File: config.mk
export PLATFORM = sky130hd
export DESIGN_NAME = dpram_modes
export DESIGN_NICKNAME = d
export VERILOG_FILES = /design/src/rtl/dpr_pkg.sv /design/src/rtl/dpr_ctrl.sv /design/src/rtl/dpr_datapath.sv /design/src/rtl/dpram_modes.sv
export SDC_FILE = /design/constraint.sdc
export NUM_CORES = 1
export LEC_CHECK = 0
export BUFFER_PORTS_ARGS = -buffer_cell sky130_fd_sc_hd__buf_4
export CAP_MARGIN = 20
export CELL_PAD_IN_SITES_DETAIL_PLACEMENT = 0
export CELL_PAD_IN_SITES_GLOBAL_PLACEMENT = 1
export CORE_MARGIN = 2
export CORE_UTILIZATION = 54
export DETAILED_ROUTE_END_ITERATION = 8
export PLACE_DENSITY_LB_ADDON = 0.1
export SLEW_MARGIN = 20
export SYNTH_ARGS = -nofsm -noshare
export SYNTH_HDL_FRONTEND = slang
export SYNTH_SLANG_ARGS = --single-unit
File: constraint.sdc
create_clock -name clk -period 4.8 [get_ports clk]
set_clock_uncertainty 0.05 [all_clocks]
set_input_delay 0.48 -clock clk [delete_from_list [all_inputs] [get_ports clk]]
set_output_delay 0.48 -clock clk [all_outputs]
set_load 0.01 [all_outputs]
File: src/rtl/dpr_pkg.sv
package dpr_pkg;

  // Per-port write-mode codes (parameter values)
  localparam int MODE_READ_FIRST  = 0;
  localparam int MODE_WRITE_FIRST = 1;
  localparam int MODE_NO_CHANGE   = 2;

  // Where an output register takes its next value from
  typedef enum logic [1:0] {
    SRC_OLD  = 2'd0,   // stored word before this cycle's writes
    SRC_OWN  = 2'd1,   // this port's write data
    SRC_PEER = 2'd2    // the other port's write data
  } srcSel_e;

  typedef struct packed {
    logic    load;     // update the output register
    srcSel_e sel;      // source when loading
    logic    store;    // write this port's data into the array
  } portStrobe_t;

  typedef struct packed {
    portStrobe_t pa;
    portStrobe_t pb;
    logic        collide;
  } dprStrobe_t;

endpackage

File: src/rtl/dpr_ctrl.sv
module dpr_ctrl
  import dpr_pkg::*;
#(
  parameter int ADDR_W = 4,
  parameter int MODE_A = MODE_READ_FIRST,
  parameter int MODE_B = MODE_WRITE_FIRST
) (
  input  logic              enA,
  input  logic              weA,
  input  logic [ADDR_W-1:0] addrA,
  input  logic              enB,
  input  logic              weB,
  input  logic [ADDR_W-1:0] addrB,
  output dprStrobe_t        strobe
);

  // Decision for one port given its own request and the peer's write on the same word
  function automatic portStrobe_t decide(
    input logic en, input logic we, input int ownMode,
    input logic peerHit, input int peerMode);
    portStrobe_t s;
    s.load  = 1'b0;
    s.sel   = SRC_OLD;
    s.store = 1'b0;
    if (en) begin
      if (we) begin
        s.store = 1'b1;
        unique case (ownMode)
          MODE_WRITE_FIRST: begin s.load = 1'b1; s.sel = SRC_OWN; end
          MODE_NO_CHANGE:   begin s.load = 1'b0; s.sel = SRC_OLD; end
          default:          begin s.load = 1'b1; s.sel = SRC_OLD; end
        endcase
      end else begin
        s.load = 1'b1;
        s.sel  = (peerHit && peerMode == MODE_WRITE_FIRST) ? SRC_PEER : SRC_OLD;
      end
    end
    return s;
  endfunction

  logic sameWord;
  logic aWrites;
  logic bWrites;
  portStrobe_t sa;
  portStrobe_t sb;

  always_comb begin
    sameWord = enA && enB && (addrA == addrB);
    aWrites  = enA && weA;
    bWrites  = enB && weB;
    sa = decide(enA, weA, MODE_A, sameWord && bWrites, MODE_B);
    sb = decide(enB, weB, MODE_B, sameWord && aWrites, MODE_A);
    // Port A has priority on a same-word double write
    if (sameWord && aWrites) sb.store = 1'b0;
    strobe.pa      = sa;
    strobe.pb      = sb;
    strobe.collide = sameWord && (weA || weB);
  end

endmodule

File: src/rtl/dpr_datapath.sv
module dpr_datapath
  import dpr_pkg::*;
#(
  parameter int DATA_W = 16,
  parameter int ADDR_W = 4
) (
  input  logic              clk,
  input  logic              rstN,
  input  dprStrobe_t        strobe,
  input  logic [ADDR_W-1:0] addrA,
  input  logic [DATA_W-1:0] dinA,
  input  logic [ADDR_W-1:0] addrB,
  input  logic [DATA_W-1:0] dinB,
  output logic [DATA_W-1:0] doutA,
  output logic [DATA_W-1:0] doutB,
  output logic              colFlag
);

  localparam int DEPTH = 1 << ADDR_W;
  localparam int NPORT = 2;

  logic [DATA_W-1:0] mem [DEPTH];

  logic [ADDR_W-1:0] portAddr [NPORT];
  logic [DATA_W-1:0] portDin  [NPORT];
  logic [DATA_W-1:0] portOut  [NPORT];
  portStrobe_t       portStb  [NPORT];

  assign portAddr[0] = addrA;
  assign portAddr[1] = addrB;
  assign portDin[0]  = dinA;
  assign portDin[1]  = dinB;
  assign portStb[0]  = strobe.pa;
  assign portStb[1]  = strobe.pb;

  // Array: B first, then A, so A wins any overlap (control also masks B then)
  always_ff @(posedge clk) begin
    if (portStb[1].store) mem[portAddr[1]] <= portDin[1];
    if (portStb[0].store) mem[portAddr[0]] <= portDin[0];
  end

  for (genvar p = 0; p < NPORT; p++) begin : g_port
    logic [DATA_W-1:0] oldWord;
    logic [DATA_W-1:0] nextOut;

    assign oldWord = mem[portAddr[p]];

    always_comb begin
      unique case (portStb[p].sel)
        SRC_OWN:  nextOut = portDin[p];
        SRC_PEER: nextOut = portDin[NPORT-1-p];
        default:  nextOut = oldWord;
      endcase
    end

    always_ff @(posedge clk) begin
      if (!rstN)                portOut[p] <= '0;
      else if (portStb[p].load) portOut[p] <= nextOut;
    end
  end

  always_ff @(posedge clk) begin
    if (!rstN) colFlag <= 1'b0;
    else       colFlag <= strobe.collide;
  end

  assign doutA = portOut[0];
  assign doutB = portOut[1];

endmodule

File: src/rtl/dpram_modes.sv
module dpram_modes
  import dpr_pkg::*;
#(
  parameter int DATA_W = 16,
  parameter int ADDR_W = 4,
  parameter int MODE_A = MODE_READ_FIRST,
  parameter int MODE_B = MODE_WRITE_FIRST
) (
  input  logic              clk,
  input  logic              rstN,
  input  logic              enA,
  input  logic              weA,
  input  logic [ADDR_W-1:0] addrA,
  input  logic [DATA_W-1:0] dinA,
  output logic [DATA_W-1:0] doutA,
  input  logic              enB,
  input  logic              weB,
  input  logic [ADDR_W-1:0] addrB,
  input  logic [DATA_W-1:0] dinB,
  output logic [DATA_W-1:0] doutB,
  output logic              collision
);

  dprStrobe_t strobe;

  dpr_ctrl #(
    .ADDR_W(ADDR_W), .MODE_A(MODE_A), .MODE_B(MODE_B)
  ) uCtrl (
    .enA(enA), .weA(weA), .addrA(addrA),
    .enB(enB), .weB(weB), .addrB(addrB),
    .strobe(strobe)
  );

  dpr_datapath #(
    .DATA_W(DATA_W), .ADDR_W(ADDR_W)
  ) uData (
    .clk(clk), .rstN(rstN), .strobe(strobe),
    .addrA(addrA), .dinA(dinA), .addrB(addrB), .dinB(dinB),
    .doutA(doutA), .doutB(doutB), .colFlag(collision)
  );

endmodule

==> results of run 1 <==
==> per-stage QoR <==
step	util [%]	power (mW)	instances
final	62.5	6.02	1453
after floorplan	-	3.38	983
after global placement	58.9	3.63	1391
after detailed placement	59.0	3.63	1392
after CTS	62.4	6.03	1451
after global routing	62.5	6.18	1453
==> logic make-up (layout without fill, tap and decap cells) <==
kind of cell           count (synthesis)  after routing  share of synthesized area [%]
flip-flops                           289            289                           52.9
AND/OR/NAND/NOR                       65             65                           2.35
AO/OA/AOI/OAI                         98             98                           4.52
buffers and inverters                111            191                           2.92
XOR/XNOR                               4              4                          0.214
multiplexers                         416            416                           37.1
==> metal layers <==
layer	global-route usage (%)	wire length (um)
met5	0	0
met4	12.0	1910
met3	6.20	4110
met2	52.7	24500
met1	44.8	20000
==> tightest hold or removal path, delay by kind of cell <==
kind | cells | cell delay, ns
buf+inv | 1 | 0.14
compound gates | 1 | 0.08
simple gates | 1 | 0.06
==> synthesized netlist by cell type (all sizes together) (2+ instances only) <==
cell    instances  share of area [%]
a21o           16               0.73
a22o           16               0.85
a22oi          32                1.5
buf            48                1.5
clkbuf         52                1.2
edfxtp        288                 53
inv            11               0.25
mux2          256                 18
mux2i          32                2.0
mux4          128                 18
nand2          29               0.79
nand2b          6               0.23
nand3           2              0.061
nand4           4               0.19
nor2            7               0.25
nor2b           2              0.076
nor3            5               0.24
o22ai          16               0.61
o31ai          12               0.55
o41ai           4               0.21
or3             4               0.15
xnor2           4               0.21
==> state kept, by name, indices dropped and copies added, names as in the netlist <==
name	count
uData.colFlag	1
uData.mem	256
uData.portOut	32
==> final cells by class <==
type	count	area (um2)	area share [%]
Multi-Input combinational cell	583	7480	40.1
Clock buffer	44	920	4.94
Clock inverter	15	98.8	0.531
Inverter	11	41.3	0.222
Sequential cell	289	8670	46.5
Tap cell	390	488	2.62
Timing Repair Buffer	121	931	5.00
==> worst paths after layout <==
check	from	end	slack, ns	cells past startpoint
setup reg to reg	uData.mem[3][14]	uData.portOut[0][14]	3.07	4
setup / recovery	addrB[3]	uData.mem[3][7]	1.73	7
hold / removal	rstN	uData.colFlag	0.26	3
hold reg to reg	uData.mem[4][11]	uData.portOut[0][11]	0.86	4
==> where the power goes <==
group	switching [mW]	total, mW	internal (mW)
Clock	1.03	2.43	1.40
Sequential	0.0370	2.90	2.86
Combinational	0.365	0.691	0.326
==> metrics.md, run 1 <==
| Metric | Value |
|---|---|
| PortBufs | 78 |
| Post-CTS sizing | 0 |
| Setup crit start kind | primary input |
| DIE WIDTH | 178 um |
| Critical Path Max Stage Delay | 0.78 ns |
| RSZ-0062 raised after global routing | no |
| Layout area overhead | 13.6% |
| IO Count | 79 |
| Worst-Margin Slew | 1.08 ns |
| Total track usage | 32.7% |
| DRT antenna net count | 0 |
| Mapped cell area | 16400 um2 |
| Avg Cell Area, Syn | 16.7 um2 |
| Yosys reg bits | 289 |
| Antenna cells | 0 |
| WP buf/inv | 3 |
| Peak supply drop | 330 uV |
| # Max-Cap Violations | 0 |
| Global-route wire length before repair | 73200 um |
| First drt pass iteration count | 5 |
| Commonest non-fill, non-tap cell in the layout | edfxtp_1 |
| Final GP Congestion | 0.829 |
| CTS root buffer | clkbuf_16 |
| Final hold violation count | 0 |
| Post-synth EDFFs | 288 |
| Via count of the first global-routing pass | 10500 |
| CTS Hold Bufs | 0 |
| Drt wl/cell | 34.8 um |
| Fin nets | 1086 |
| Netlist cell types | 37 |
| Fraction of layout cells with a size suffix above 1 | 55.7% |
| Setup Fix Bufs, Post-CTS | 0 |
| Final setup viols | 0 |
| Worst hold slack | 0.259 ns |
| Die Y | 178 um |
| DRC Markers | 0 |
| Final Cell Area | 18600 um2 |
| Status | complete, no violations |
| Number of cells produced by synthesis | 983 |
| Asr flop ratio synth | 0% |
| Req. time, crit path | 4.94 ns |
| Critical path arrival | 3.21 ns |
| Initial antenna violation count | 0 |
| Period minus WS final | 3.07 ns |
| Commonest non-fill, non-tap cells in the layout | edfxtp_1, mux2_2, mux4_2 |
| Slowest-stage cell, CP | buf_4 |
| CTS Sinks | 289 |
| Pin count of the biggest net entering global routing | 70 |
| Setup WS pre-CTS | 1.29 ns |
| Sequential share of the synthesized area | 52.9% |
| Max clock buf depth | 3 |
| Predominant post-synthesis flop cell | edfxtp_1 |
| Row Count | 63 |
| Starting density of the core | 55.0% |
| Vias per cell | 7.19 |
| Worst slew margin | 28.0% |
| Most used cell along the critical path | buf_4 |
| DRT iter0 DRCs | 1407 |
| Dpl hpwl | 31400 um |
| Setup crit end kind | flop |
| Max FO, Critical Path | 69 |
| Core box area | 29800 um2 |
| Worst min-delay path category | in2reg |
| Routed WL | 50500 um |
| Ys Warns | 0 |
| Reg clk slew, reported paths | 0.06 ns |
| Setup tns final | 0 ns |
| Power Density | 323 nW/um2 |
| Max Slew Vio Count | 0 |
| CTS buffer count | 34 |
| Htree depth | 2 |
| DP Area | 17600 um2 |
| Cell family with most CP delay | buffers and inverters |
| Die area | 31800 um2 |
| Setup Crit Path Kind | in2reg |
| Worst-skew pair later-pin latency | 0.51 ns |
| Post-synth net total | 1029 |
| Fmax | 325 MHz |
| Vias | 10400 |
| Cell Chain, Critical Path | buf_4 -> xnor2_1 -> nand3_1 -> nor3_2 -> buf_4 -> o41ai_2 -> buf_4 |
| CTS tree | built |
| Static leakage | 6.40 nW |
| Fillers | 2205 |
| GRT Residual Overflow | 0 |
| Fin crit share | 64.0% |
| Worst setup margin | 1.73 ns |
Note: power is estimated with default switching activity, not from simulation.
==> run 2, diff against run 1 <==
Settings changed: CORE_UTILIZATION 54 to 48.
Clock period 4.8 ns to 2.5 ns, I/O delays scaled along.
==> run 2 against run 1 <==
  * Combinational power up 100%
  * Design area up 5.0%
  * Clock power up 120%
  * Critical path depth down 2
  * Die area up 12%
  * Critical endpoint is now uData.portOut[1][13]
==> metrics.md, run 2 (synthesis results as in run 1) <==
| Metric | Value |
|---|---|
| Reg-to-Reg End | uData.portOut[0][14] |
| Final core utilization | 58.2% |
| Hold path startpoint | weB |
| Fin nets | 1148 |
| DIE WIDTH | 189 um |
| Total track usage | 30.6% |
| DRT iter0 DRCs | 1204 |
| Commonest non-fill, non-tap cells in the layout | edfxtp_1, mux2_2, buf_4 |
| Slowest-stage cell, CP | and3_1 |
| Power Density | 628 nW/um2 |
| Vias | 10600 |
| Most used cell along the critical path | buf_4 |
| Drt wl/cell | 34.2 um |
| Post-CTS sizing | 0 |
| Met3 Track Usage GR | 5.18% |
| Cell Chain, Critical Path | dlygate4sd3_1 -> buf_4 -> and3_1 -> buf_4 -> a21o_1 |
| Dpl hpwl | 35000 um |
| GRT Residual Overflow | 0 |
| Row Count | 67 |
| Worst hold slack | 0.0658 ns |
| RSZ-0062 raised after global routing | no |
| GRT met1 Usage | 41.8% |
| First drt pass iteration count | 5 |
| Top Usage Layer GRT | met2 |
| Layout area overhead | 19.3% |
| Dpl cells | 1513 |
| Max FO, Critical Path | 9 |
| Hold path cells | 3 |
| Fin crit share | 76.2% |
| Max Slew Vio Count | 0 |
| CTS tree | built |
| Core box area | 33600 um2 |
| Critical path arrival | 2.23 ns |
| Worst-Margin Slew | 0.957 ns |
| Status | complete, no violations |
| Htree depth | 2 |
| Met2 usage | 49.5% |
| DRC Markers | 0 |
| Worst min-delay path category | in2reg |
| IO Count | 79 |
| Final Cell Area | 19600 um2 |
| # Max-Cap Violations | 0 |
| Setup crit start kind | primary input |
| Die Y | 189 um |
| CTS root buffer | clkbuf_16 |
| Initial antenna violation count | 0 |
| Starting density of the core | 48.8% |
| Peak supply drop | 559 uV |
| Final hold violation count | 0 |
| Req. time, crit path | 2.83 ns |
| Final setup viols | 0 |
| DP Area | 18400 um2 |
| Setup Crit Path Kind | in2reg |
| R2R setup slack | 0.76 ns |
| Setup crit end kind | flop |
| Pin count of the biggest net entering global routing | 49 |
| Vias per cell | 6.72 |
| Hold EP | uData.colFlag |
| Worst-skew pair later-pin latency | 0.52 ns |
| Period minus WS final | 1.90 ns |
| CTS buffer count | 34 |
| Critical Path Max Stage Delay | 0.72 ns |
| DRT antenna net count | 0 |
| Fraction of layout cells with a size suffix above 1 | 58.5% |
| Fmax | 525 MHz |
| Max clock buf depth | 3 |
| Setup WS pre-CTS | 0.0748 ns |
| Antenna cells | 0 |
| CTS Sinks | 289 |
| Layout Cells excl Fill | 1575 |
| Via count of the first global-routing pass | 10700 |
| Static leakage | 6.86 nW |
| R2R Path Start | uData.mem[2][14] |
| Die area | 35600 um2 |
| PortBufs | 78 |
| Number of flip-flops in the largest register | 256 |
| Global-route wire length before repair | 77200 um |
| Commonest non-fill, non-tap cell in the layout | edfxtp_1 |
| Reg clk slew, reported paths | 0.06 ns |
| Worst slew margin | 36.0% |
| Final GP Congestion | 0.867 |
| Worst setup margin | 0.596 ns |
| R2R depth | 4 |
| Routed WL | 53800 um |
-- run 2: cell types whose count changed in the layout (fill, tap and decap cells not counted) --
cell / before / now
inv_6: 1 / 0
buf_8: 3 / 0
clkbuf_8: 1 / 0
buf_4: 118 / 166
o41ai_4: 0 / 4
clkbuf_16: 35 / 37
clkbuf_1: 8 / 6
o41ai_2: 4 / 0
bufinv_16: 1 / 6
clkinvlp_4: 1 / 2
clkinv_1: 6 / 4
dlygate4sd3_1: 0 / 1
buf_12: 0 / 16
-- run 2: power breakdown --
part	internal, mW	switching, mW
Combinational	0.674	0.723
Clock	3.31	2.01
Sequential	5.49	0.0715
Total	9.47	2.81
-- run 2: worst max path at each step --
stage                           endpoint     start
floorplan                uData.mem[7][0]  addrB[0]
global placement         uData.mem[8][7]  addrB[1]
detailed placement      uData.mem[0][12]  addrB[2]
CTS                      uData.mem[8][9]  addrB[1]
global route             uData.mem[0][0]  addrB[2]
finish              uData.portOut[1][13]      rstN
-- run 2: critical path, delay by kind of cell --
family | cells | cell delay, ns
AO/OA/AOI/OAI | 1 | 0.18
buffers and inverters | 3 | 1.06
AND/OR/NAND/NOR | 1 | 0.72
-- run 2: final cells by class --
class	instances	area [um2]
Fill cell	2653	14100
Sequential cell	289	8670
Multi-Input combinational cell	583	7520
Timing Repair Buffer	183	1580
Clock buffer	43	948
Tap cell	448	561
Clock inverter	18	240
Inverter	11	41.3
-- run 2: metrics by stage --
step | TNS, ns | total power, mW
2_1_floorplan | -65.45 | 6.50
3_3_place_gp | 0 | 7.04
3_5_place_dp | 0 | 7.05
4_1_cts | 0 | 12.3
5_1_grt | 0 | 12.6
6_report | 0 | 12.3
-- run 2: per-layer routing --
metal	routed length (um)	part of all wire, %
met1	21400	40
met2	25800	48
met3	4410	8.2
met4	2260	4.2
met5	0	0
-- run 2: timing repair --
item	in CTS	in global routing
setup buffers	0	0
endpoints found under the hold margin	1	0
hold buffers	1	0
==> run 3, diff against run 2 <==
Settings changed: CORE_UTILIZATION 48 to 54.
Clock period 2.5 ns to 2 ns, I/O delays scaled along.
==> run 3 against run 2 <==
  * Die area decreased by 11%
  * Non-clock buffer count increased by 38
  * Final cell count decreased by 1.3%
  * Sequential share of layout area decreased by 0.93 points
  * Sequential cell count unchanged
  * Wire length decreased by 6.2%
  * Highest routed layer unchanged
==> metrics.md, run 3 (synthesis results as in run 1) <==
| Metric | Value |
|---|---|
| Reg clk slew, reported paths | 0.06 ns |
| Hold path cells | 2 |
| Logic pwr share | 11.9% |
| Peak supply drop | 576 uV |
| First drt pass iteration count | 5 |
| DIE WIDTH | 178 um |
| # Max-Cap Violations | 0 |
| Power, Total | 15.0 mW |
| Fin nets | 1186 |
| CTS root buffer | clkbuf_16 |
| Starting density of the core | 55.0% |
| Worst-skew pair later-pin latency | 0.53 ns |
| Commonest non-fill, non-tap cell in the layout | edfxtp_1 |
| Htree depth | 2 |
| Vias | 10700 |
| Worst-Margin Slew | 0.586 ns |
| Clk pwr share | 41.8% |
| R2R depth | 4 |
| Post-CTS sizing | 0 |
| Fmax | 586 MHz |
| Routed WL | 50500 um |
| Global-route wire length before repair | 73400 um |
| Final setup viols | 0 |
| PortBufs | 78 |
| Die Y | 178 um |
| Fraction of layout cells with a size suffix above 1 | 60.4% |
| Vias per cell | 6.91 |
| Dpl hpwl | 34900 um |
| Worst min-delay path category | in2reg |
| DRC Markers | 0 |
| Max clock buf depth | 3 |
| CTS Hold Bufs | 1 |
| Period minus WS final | 1.71 ns |
| Max FO, Critical Path | 2 |
| Req. time, crit path | 2.22 ns |
| Layout area overhead | 21.9% |
| CTS Sinks | 289 |
| Switching Share | 23.3% |
| Critical path arrival | 1.92 ns |
| CTS buffer count | 34 |
| Commonest non-fill, non-tap cells in the layout | edfxtp_1, mux2_2, buf_4 |
| Total track usage | 32.8% |
| P_sw | 3.51 mW |
| Row Count | 63 |
| Setup crit start kind | flop |
| Drt wl/cell | 32.5 um |
| Setup Crit Path Kind | reg2reg |
| IO Count | 79 |
| Final GP Congestion | 0.905 |
| Number of flip-flops in the largest register | 256 |
| GRT Residual Overflow | 0 |
| Core box area | 29800 um2 |
| RSZ-0062 raised after global routing | no |
| CTS tree | built |
| Setup WS pre-CTS | -0.199 ns |
| Worst setup margin | 0.292 ns |
| Setup crit end kind | flop |
| Setup Fix Bufs, Post-CTS | 0 |
| P_int | 11.5 mW |
| Initial antenna violation count | 0 |
| DRT antenna net count | 0 |
| Pin count of the biggest net entering global routing | 41 |
| Via count of the first global-routing pass | 11000 |
| Fin crit share | 85.4% |
| Antenna cells | 0 |
| Die area | 31800 um2 |
| Sequential Power Share | 46.3% |
| Static leakage | 7.12 nW |
| Status | complete, no violations |
| Worst slew margin | 60.9% |
| Max Slew Vio Count | 0 |
| Power Density | 752 nW/um2 |
| DRT iter0 DRCs | 1132 |
| Final hold violation count | 0 |
run 3: cell types whose count changed in the layout (fill, tap and decap cells not counted), sizes merged:
| cell | before | now |
|---|---|---|
| bufinv | 6 | 3 |
| clkinv | 10 | 15 |
| buf | 182 | 220 |
| clkbuf | 43 | 41 |
run 3: layer usage:
metal  track usage [%]  up-vias  wire length (um)
li1                  -     4401                 -
met1              45.2     5587             20000
met2              51.8      633             23700
met3              6.42      120              4660
met4              13.3        0              2170
met5                 0        -                 0
run 3: layout make-up:
type                       count  area [um2]
fill                        2111        9820
tap                          390         488
sequential                   289        8670
timing repair buffer         221        2100
clock buffer                  41         941
clock inverter                20         183
inverter                      11        41.3
multi-input combinational    583        7550
run 3: critical path: stages, from the launching register on:
cell      delay [ns]
edfxtp_1        0.41
mux4_2          0.49
a22oi_1         0.22
nand2_1         0.07
a22o_1          0.21
run 3: path summary, 6_finish.rpt:
path	startpoint	end	slack (ns)
worst max-delay path	uData.mem[11][12]	uData.portOut[0][12]	0.29
worst min-delay path	dinB[10]	uData.portOut[1][10]	0.06
worst max register to register	uData.mem[11][12]	uData.portOut[0][12]	0.29
worst min register to register	uData.mem[6][5]	uData.portOut[0][5]	0.86
run 3: power groups by stage:
stage	logic, mW	clock network, mW	registers [mW]
after detailed placement	1.78	0	7.07
after global routing	1.90	6.56	6.96
final	1.79	6.28	6.95
after global placement	1.76	0	7.07
after floorplan	1.09	0	7.07
after CTS	1.79	6.34	6.95
run 3: through the flow:
step                      hold WS (ns)  util [%]  setup TNS (ns)  instance area (um2)  cells
after floorplan                  0.291         -          -10.96                16700    983
after global placement           0.515      63.2          -12.55                18800   1493
after detailed placement         0.522      63.2          -14.29                18800   1493
after CTS                       0.0456      67.0               0                20000   1555
after global routing            0.0488      67.0               0                20000   1555
final                           0.0614      67.0               0                20000   1555
